`src/rtl/refsel_pkg.sv`:
```
package refsel_pkg;

  localparam int SRC_W = 3;

  localparam logic [SRC_W-1:0] SRC_BP_CLK   = 3'd4;
  localparam logic [SRC_W-1:0] SRC_BP_FRAME = 3'd5;
  localparam logic [SRC_W-1:0] SRC_EXT_SYNC = 3'd6;
  localparam logic [SRC_W-1:0] SRC_NONE     = 3'd7;

  typedef enum logic [2:0] {
    ST_FREE     = 3'd0,
    ST_NORM_PRI = 3'd1,
    ST_NORM_SEC = 3'd2,
    ST_HOLD_PRI = 3'd3,
    ST_HOLD_SEC = 3'd4
  } loopState_e;

  // control-to-datapath strobes
  typedef struct packed {
    logic             loadPri;
    logic             loadSec;
    logic             restartWait;
    logic             selNext;
    logic             flagEarly;
    logic             commit;
    loopState_e       nextState;
    logic [SRC_W-1:0] nextSrc;
    logic             invalid;
    logic             phaseHit;
  } ctrlStrobe_t;

  function automatic logic srcAllowed(input logic isT1, input logic [1:0] freq,
                                      input logic [SRC_W-1:0] src);
    logic ok;
    case ({isT1, freq})
      3'b000:  ok = (src != SRC_BP_FRAME) && (src != SRC_NONE);
      3'b001:  ok = (src == SRC_EXT_SYNC);
      3'b100:  ok = (src == SRC_BP_CLK) || (src == SRC_EXT_SYNC);
      3'b101:  ok = (src < SRC_BP_CLK) || (src == SRC_EXT_SYNC);
      3'b010,
      3'b110:  ok = (src == SRC_BP_FRAME) || (src == SRC_EXT_SYNC);
      default: ok = 1'b0;
    endcase
    return ok;
  endfunction

  function automatic logic onPrimary(input loopState_e s);
    return (s == ST_NORM_PRI) || (s == ST_HOLD_PRI);
  endfunction

  function automatic logic onSecondary(input loopState_e s);
    return (s == ST_NORM_SEC) || (s == ST_HOLD_SEC);
  endfunction

endpackage

```
`src/rtl/refsel_ctrl.sv`:
```
module refsel_ctrl
  import refsel_pkg::*;
(
  input  logic             clk,
  input  logic             rstN,
  input  logic [1:0]       modeBits,
  input  logic             refSelect,
  input  logic             tieEnable,
  input  logic             isT1,
  input  logic [1:0]       loopFreq,
  input  logic [SRC_W-1:0] primSrc,
  input  logic [SRC_W-1:0] secSrc,
  input  logic [SRC_W-1:0] priQ,
  input  logic [SRC_W-1:0] secQ,
  input  logic             waitDone,
  input  logic             selAccQ,
  input  logic             selPrevQ,
  input  loopState_e       stateQ,
  input  logic [SRC_W-1:0] activeSrcQ,
  input  logic             invalidQ,
  output ctrlStrobe_t      strobe
);

  logic priInUse, secInUse, locked;
  logic freeMode, toggled, selNext;
  loopState_e target;
  logic targetLegal, targetOnSec, cfgOk;
  logic [SRC_W-1:0] targetSrc;

  assign priInUse = onPrimary(stateQ);
  assign secInUse = onSecondary(stateQ);
  assign locked   = priInUse | secInUse;
  assign freeMode = (modeBits == 2'b10);
  assign toggled  = (refSelect != selPrevQ);

  always_comb begin
    if (freeMode)                 selNext = refSelect;
    else if (toggled && waitDone) selNext = refSelect;
    else                          selNext = selAccQ;
  end

  always_comb begin
    targetLegal = 1'b1;
    case (modeBits)
      2'b00:   target = selNext ? ST_NORM_SEC : ST_NORM_PRI;
      2'b01:   target = selNext ? ST_HOLD_SEC : ST_HOLD_PRI;
      2'b10:   target = ST_FREE;
      default: begin
        target      = stateQ;
        targetLegal = 1'b0;
      end
    endcase
  end

  assign targetSrc   = selNext ? secQ : priQ;
  assign targetOnSec = onSecondary(target);
  assign cfgOk = targetLegal &&
                 ((target == ST_FREE) || srcAllowed(isT1, loopFreq, targetSrc));

  always_comb begin
    strobe             = '0;
    strobe.loadPri     = (primSrc != priQ) && !priInUse;
    strobe.loadSec     = (secSrc != secQ) && !secInUse;
    strobe.restartWait = (strobe.loadPri && secInUse) || (strobe.loadSec && priInUse);
    strobe.selNext     = selNext;
    strobe.flagEarly   = !freeMode && toggled && !waitDone;
    strobe.commit      = cfgOk;
    strobe.nextState   = target;
    strobe.nextSrc     = (target == ST_FREE) ? SRC_NONE : targetSrc;
    strobe.invalid     = !cfgOk;
    strobe.phaseHit    = cfgOk && tieEnable && locked && (target != ST_FREE) &&
                         (targetOnSec != secInUse);
  end

  // a valid locked state always uses a source allowed by last cycle's setup
  a_r3_source_allowed: assert property (@(posedge clk) disable iff (!rstN)
    (!invalidQ && stateQ != ST_FREE) |-> srcAllowed($past(isT1), $past(loopFreq), activeSrcQ));

endmodule

```
`src/rtl/refsel_datapath.sv`:
```
module refsel_datapath
  import refsel_pkg::*;
#(
  parameter int FRAME_TICKS = 2
) (
  input  logic             clk,
  input  logic             rstN,
  input  logic             frameTick,
  input  logic             refSelect,
  input  logic [SRC_W-1:0] primSrc,
  input  logic [SRC_W-1:0] secSrc,
  input  ctrlStrobe_t      strobe,
  output logic [SRC_W-1:0] priQ,
  output logic [SRC_W-1:0] secQ,
  output logic             waitDone,
  output logic             selAccQ,
  output logic             selPrevQ,
  output loopState_e       stateQ,
  output logic [SRC_W-1:0] activeSrcQ,
  output logic             invalidQ,
  output logic             phaseQ,
  output logic             earlyErrQ
);

  localparam int CNT_W = $clog2(FRAME_TICKS + 1);
  localparam logic [CNT_W-1:0] WAIT_FULL = CNT_W'(FRAME_TICKS);

  logic [CNT_W-1:0] waitCnt;

  assign waitDone = (waitCnt == WAIT_FULL);

  always_ff @(posedge clk or negedge rstN) begin
    if (!rstN) begin
      priQ <= SRC_EXT_SYNC;
      secQ <= SRC_EXT_SYNC;
    end else begin
      if (strobe.loadPri) priQ <= primSrc;
      if (strobe.loadSec) secQ <= secSrc;
    end
  end

  always_ff @(posedge clk or negedge rstN) begin
    if (!rstN)                          waitCnt <= WAIT_FULL;
    else if (strobe.restartWait)        waitCnt <= '0;
    else if (frameTick && !waitDone)    waitCnt <= waitCnt + 1'b1;
  end

  always_ff @(posedge clk or negedge rstN) begin
    if (!rstN) begin
      selAccQ    <= 1'b0;
      selPrevQ   <= 1'b0;
      stateQ     <= ST_FREE;
      activeSrcQ <= SRC_NONE;
      invalidQ   <= 1'b0;
      phaseQ     <= 1'b0;
      earlyErrQ  <= 1'b0;
    end else begin
      selAccQ  <= strobe.selNext;
      selPrevQ <= refSelect;
      if (strobe.commit) begin
        stateQ     <= strobe.nextState;
        activeSrcQ <= strobe.nextSrc;
      end
      invalidQ <= strobe.invalid;
      phaseQ   <= strobe.phaseHit;
      if (strobe.flagEarly) earlyErrQ <= 1'b1;
    end
  end

  // error bit never clears outside reset
  a_r7_sticky_error: assert property (@(posedge clk) disable iff (!rstN)
    earlyErrQ |=> earlyErrQ);

  // in-use slot sources stay put
  a_r5_primary_held: assert property (@(posedge clk) disable iff (!rstN)
    onPrimary(stateQ) |=> $stable(priQ));
  a_r5_secondary_held: assert property (@(posedge clk) disable iff (!rstN)
    onSecondary(stateQ) |=> $stable(secQ));

  // a rejected configuration leaves the state alone
  a_r4_state_kept: assert property (@(posedge clk) disable iff (!rstN)
    invalidQ |-> ($stable(stateQ) && $stable(activeSrcQ)));

  // a correction pulse always accompanies a state change
  a_r9_phase_on_move: assert property (@(posedge clk) disable iff (!rstN)
    phaseQ |-> (stateQ != $past(stateQ)));

  // free-run reports no source
  a_r2_free_no_source: assert property (@(posedge clk) disable iff (!rstN)
    (stateQ == ST_FREE) |-> (activeSrcQ == SRC_NONE));

endmodule

```
`src/rtl/timing_ref_selector.sv`:
```
module timing_ref_selector
  import refsel_pkg::*;
#(
  parameter int FRAME_TICKS = 2
) (
  input  logic       clk,
  input  logic       rstN,
  input  logic       frameTick,
  input  logic [1:0] modeBits,
  input  logic       refSelect,
  input  logic       tieEnable,
  input  logic       isT1,
  input  logic [1:0] loopFreq,
  input  logic [2:0] primSrc,
  input  logic [2:0] secSrc,
  output logic [2:0] stateCode,
  output logic [2:0] activeSrc,
  output logic       cfgInvalid,
  output logic       phaseCorrect,
  output logic       earlyToggleErr
);

  ctrlStrobe_t      strobe;
  logic [SRC_W-1:0] priQ, secQ, activeSrcQ;
  logic             waitDone, selAccQ, selPrevQ, invalidQ;
  loopState_e       stateQ;

  refsel_ctrl u_ctrl (
    .clk        (clk),
    .rstN       (rstN),
    .modeBits   (modeBits),
    .refSelect  (refSelect),
    .tieEnable  (tieEnable),
    .isT1       (isT1),
    .loopFreq   (loopFreq),
    .primSrc    (primSrc),
    .secSrc     (secSrc),
    .priQ       (priQ),
    .secQ       (secQ),
    .waitDone   (waitDone),
    .selAccQ    (selAccQ),
    .selPrevQ   (selPrevQ),
    .stateQ     (stateQ),
    .activeSrcQ (activeSrcQ),
    .invalidQ   (invalidQ),
    .strobe     (strobe)
  );

  refsel_datapath #(.FRAME_TICKS(FRAME_TICKS)) u_dp (
    .clk        (clk),
    .rstN       (rstN),
    .frameTick  (frameTick),
    .refSelect  (refSelect),
    .primSrc    (primSrc),
    .secSrc     (secSrc),
    .strobe     (strobe),
    .priQ       (priQ),
    .secQ       (secQ),
    .waitDone   (waitDone),
    .selAccQ    (selAccQ),
    .selPrevQ   (selPrevQ),
    .stateQ     (stateQ),
    .activeSrcQ (activeSrcQ),
    .invalidQ   (invalidQ),
    .phaseQ     (phaseCorrect),
    .earlyErrQ  (earlyToggleErr)
  );

  assign stateCode  = stateQ;
  assign activeSrc  = activeSrcQ;
  assign cfgInvalid = invalidQ;

endmodule

```
`config.mk`:
```
export PLATFORM = sky130hd
export DESIGN_NAME = timing_ref_selector
export DESIGN_NICKNAME = d
export VERILOG_FILES = /design/src/rtl/refsel_pkg.sv /design/src/rtl/refsel_ctrl.sv /design/src/rtl/refsel_datapath.sv /design/src/rtl/timing_ref_selector.sv
export SDC_FILE = /design/constraint.sdc
export NUM_CORES = 1
export LEC_CHECK = 0
export BUFFER_PORTS_ARGS = -buffer_cell sky130_fd_sc_hd__buf_2
export CAP_MARGIN = 20
export CELL_PAD_IN_SITES_DETAIL_PLACEMENT = 0
export CELL_PAD_IN_SITES_GLOBAL_PLACEMENT = 1
export CORE_MARGIN = 2
export CORE_UTILIZATION = 40
export DETAILED_ROUTE_END_ITERATION = 10
export GPL_ROUTABILITY_DRIVEN = 0
export PLACE_DENSITY_LB_ADDON = 0.08
export SLEW_MARGIN = 20
export SYNTH_ARGS = -nofsm -noshare
export SYNTH_HDL_FRONTEND = slang
export SYNTH_SLANG_ARGS = --single-unit
```
`constraint.sdc`:
```
create_clock -name clk -period 3.3 [get_ports clk]
set_clock_uncertainty 0.2 [all_clocks]
set_input_delay 0.33 -clock clk [delete_from_list [all_inputs] [get_ports clk]]
set_output_delay 0.33 -clock clk [all_outputs]
set_load 0.05 [all_outputs]
```
Word level (Yosys, flattened, before mapping):

Index checks and enable logic that the tools add are counted.

* bits in registers: 19
* output and inout port bits: 9

* $add $sub $neg: 1
* $lt $le $gt $ge: 1
* equality and inequality tests: 23
* muxes and demuxes: 11
* bitwise gates (word level): 1
* reduce and logical (&&, ||, !) cells: 34

Operators with widths (number)
* $eq 3x3->1 const B: 8
* $logic_and 1x1->1: 14
* $eq 3x2->1 const B: 4
* $mux 3: 3
* $pmux 3 s3: 1
* $logic_or 1x1->1: 8
* $eq 3x1->1 const B: 2
* $logic_not 3->1: 2
* $mux 2: 3
* $ne 3x3->1: 2
* $ne 3x3->1 const B: 2
* $logic_not 1->1: 5
* $pmux 1 s5: 1
* $eq 2x2->1 const B: 2
* $lt 3x3->1 const B: 1
* $mux 1: 3
* $reduce_bool 3->1: 1
* $reduce_or 3->1: 1
* $add 2x1->2 const B: 1
* $eq 2x1->1 const B: 1
* $logic_not 2->1: 1
* $ne 1x1->1: 2
* $reduce_bool 2->1: 1
* $reduce_or 2->1: 1
* $or 1x1->1: 1

Depth between registers and ports, before layout:

* word-level depth: 14
* mapped depth: 11

Cells and area by module:

A second synthesis with hierarchy kept.

* cells, all modules: 111
* area, all modules: 1241.2 µm²

By module, submodules not included
* refsel_datapath: instances 1, cells each 42, area an instance 740.7 µm², seq. area each 485.5 µm²
* refsel_ctrl: instances 1, cells each 69, area an instance 500.5 µm², seq. area each 0.0 µm²

Least setup slack after synthesis:

Ideal clock, no wire load.

* kind: input -> register
* start point: in modeBits[0]
* end point: reg u_dp.stateQ[2]
* setup time: 0.126 ns
* arrival time: 2.006 ns
* required time: 2.974 ns
* setup slack: 0.967 ns
* stages: 9
* path buffers: 1
* cell sequence: buf_2 > or3b_1 > o211a_2 > nor2_8 > inv_4 > a311oi_2 > o21ai_2 > and4b_1 > a311o_1

RTL lines
* start: declaration: RTL line timing_ref_selector.sv:9 `input logic [1:0] modeBits,`
* end signal: assignment: RTL line refsel_datapath.sv:61 `stateQ <= strobe.nextState;`
* end: declaration: RTL line refsel_datapath.sv:18 `output loopState_e stateQ,`

==> impl_metrics.ini <==
[setup_path]
worst-path-max-fanout = 13
crit_arrival_ns = 2.79
slowest_delay_ns = 0.53
crit_family = compound AO/OA/AOI/OAI gates
path_buf_inv = 3
path_cells = dlygate4sd3_1 -> buf_2 -> or3b_1 -> o211a_2 -> nor2_8 -> inv_4 -> mux2i_1 -> o21ai_2 -> nor3b_1 -> a311o_1
startpoint_type = input port
crit_required_ns = 3.30
end_kind = register
crit_slowest_cell = dlygate4sd3_1
worstSetupPathType = input port to register

[clock_tree]
cts.htree.levels = 1
clk_latency_ns = 0.30
ctsResizeCount = 0
cts_inserted_buffers = 3
clockBufferDepth = 2
cts_tree = yes
clkSlewWorstSetupHoldPaths_ns = 0.11
cts-root-buf = clkbuf_4
cts_sinks = 19

[yosys]
ys_seq_elements = 19
syn-cell-area_um2 = 1180
synth_top_cell_by_area = dfrtp_1
synth_flop_cell = dfrtp_1
syn_inst = 127
synth_top_area_share_pct = 23.4
syn-num-nets = 144
synth_cell_types = 36
postSynth.asyncResetShare_pct = 100
synth_edf_count = 0
syn_avg_cell_area_um2 = 9.26
ys_seq_area_share_pct = 41.3
yosys_warnings = 0
synth.area.top_cells = dfrtp_1 (23%), dfstp_2 (18%), nor2_1 (6.1%), xor2_1 (5.2%), nand2_1 (4.5%)

[sta]
min_period_ns = 2.80
finalSetupViolCount = 0
fmax_ghz = 0.358
fin_hold_ws_ns = 0.0325
worstMarginPinSlew_ns = 0.504
rsz0062_at_grt = false
final.period_utilization_pct = 84.7
setup_tns_ns = 0
drv_slew = 0
slew_headroom_pct = 66.4
hold_violations = 0

[layout]
fin_cells = 182
fin_nets = 169
n_antenna_cell = 0
drive_above_1_share_pct = 28.5
area_delta_synth_final_pct = 14.8

[floorplan]
fp.dieH_um = 58.2
rows = 19
core_um2 = 2780
io_pins = 25
start_util_pct = 42.3
dieWidth_um = 58.2
dieArea_um2 = 3390

[grt]
grt_max_degree = 20
antenna_found_initial = 0
globalRouteTotalUtil_pct = 15.4
grt_pass1_vias = 876
grt_remaining_overflow = 0
grt_first_pass_wirelength_um = 3980

[route]
num_vias = 968
via_per_inst = 5.32
wl_per_cell_um = 12.8
drt_wl_total_um = 2330
ant_nets = 0
first_iter_violations = 20
firstDrtPassIters = 4
drc = 0

[pwr]
p_leak_nw = 0.590
powerDensity_nw_per_um2 = 832
irDropWorstVdd_uv = 569

[placement]
place_inst = 176
portBuffers = 24
dp_hpwl_um = 1750

[flow_run]
cap_violations = 0

[min_path]
hp-class = input port to register

[status]
status = complete, no violations
[report_power, final]
group          switching (mW)  total (mW)  internal [mW]
clock                  0.0710       0.118         0.0471
sequential             0.0902       0.435          0.345
combinational           0.359       0.570          0.211
[metal layers]
| metal | routed length (µm) | part of all wire, % | global-route usage, % | up-vias |
|---|---|---|---|---|
| met1 | 1140 | 49 | 21.2 | 447 |
| li1 | - | - | - | 497 |
| met5 | 0 | 0 | 0 | - |
| met2 | 1060 | 46 | 23.4 | 22 |
| met4 | 9 | 0.39 | 3.65 | 0 |
| met3 | 123 | 5.3 | 5.13 | 2 |
[kinds of logic (layout without fill, tap and decap cells)]
kind of cell | count (synthesis) | in the layout | synth area share [%]
fa+ha+maj | 1 | 1 | 1.06
buf+inv | 9 | 33 | 3.83
xor+xnor | 11 | 11 | 8.19
compound gates | 19 | 19 | 11.4
simple gates | 60 | 60 | 27.1
mux | 8 | 8 | 7.13
flops | 19 | 19 | 41.3
[stage by stage]
stage          setup slack [ns]  power (mW)  area [µm²]  util, %
4_1_cts                   0.510        1.14        1350     48.5
5_1_grt                   0.376        1.21        1350     48.5
3_3_place_gp              0.625        1.01        1300     46.9
3_5_place_dp              0.571        1.01        1300     46.9
2_1_floorplan             0.967       0.892        1180        -
6_report                  0.504        1.12        1350     48.5
[timing repair]
item / 4_1_cts / 5_1_grt
hold buffers: 2 / 0
buffers inserted: 0 / 0
endpoints found under the hold margin: 12 / 0
[flip-flops by register name, summed over array words and instances, names as in the netlist]
register         count
u_dp.activeSrcQ      3
u_dp.priQ            3
u_dp.secQ            3
u_dp.stateQ          3
u_dp.waitCnt         2
u_dp.earlyErrQ       1
u_dp.invalidQ        1
u_dp.phaseQ          1
u_dp.selAccQ         1
u_dp.selPrevQ        1
[final cells by class]
class	count	area, µm²
clock buffer	4	26.3
fill	270	1430
inverter	3	13.8
multi-input combinational	99	646
sequential	19	485
tap	31	38.8
timing repair buffer	26	140
[worst paths after layout]
check                                startpoint              end  slack (ns)  cells past startpoint
worst max register to register  u_dp.waitCnt[1]   u_dp.stateQ[2]        0.69                      9
min in group asynchronous                  rstN  u_dp.waitCnt[0]        0.28                      2
worst min-delay path                 primSrc[2]     u_dp.priQ[2]        0.03                      3
max in group asynchronous                  rstN     u_dp.priQ[1]        2.27                      2
worst max-delay path                  refSelect   u_dp.stateQ[2]        0.50                     10
worst min register to register   u_dp.earlyErrQ   u_dp.earlyErrQ        0.28                      2
[tightest hold or removal path, delay by kind of cell]
family / cells / cell delay [ns]
simple gates: 2 / 0.09
buf+inv: 1 / 0.11
[synthesized netlist by cell type (2+ instances only)]
library cell  count
dfstp_2           8
nor3_1            5
nand2_1          14
clkbuf_1          3
nand3_1           2
buf_4             2
nand2b_1          4
inv_1             2
mux2i_1           5
xor2_1            7
nand4b_1          3
dfrtp_1          11
xnor2_1           4
mux2_2            3
nor2_1           19
nor4_1            2
a21oi_1           3
a211oi_1          3
o31ai_1           2
o21ai_0           5
nor3b_1           2
nor2b_1           4
[layout by cell type, fill, tap and decap left out, drive strengths merged, types with 3 or more instances in the layout]
cell / Yosys / routed
buf: 3 / 24
nor2: 20 / 20
nand2: 14 / 14
dfrtp: 11 / 11
dfstp: 8 / 8
xor2: 7 / 7
o21ai: 7 / 7
nor3: 5 / 5
mux2i: 5 / 5
nor2b: 4 / 4
nand2b: 4 / 4
xnor2: 4 / 4
clkbuf: 3 / 4
nand4b: 3 / 3
a21oi: 3 / 3
mux2: 3 / 3
a211oi: 3 / 3
inv: 3 / 3
(Power assumes the default switching activity.)
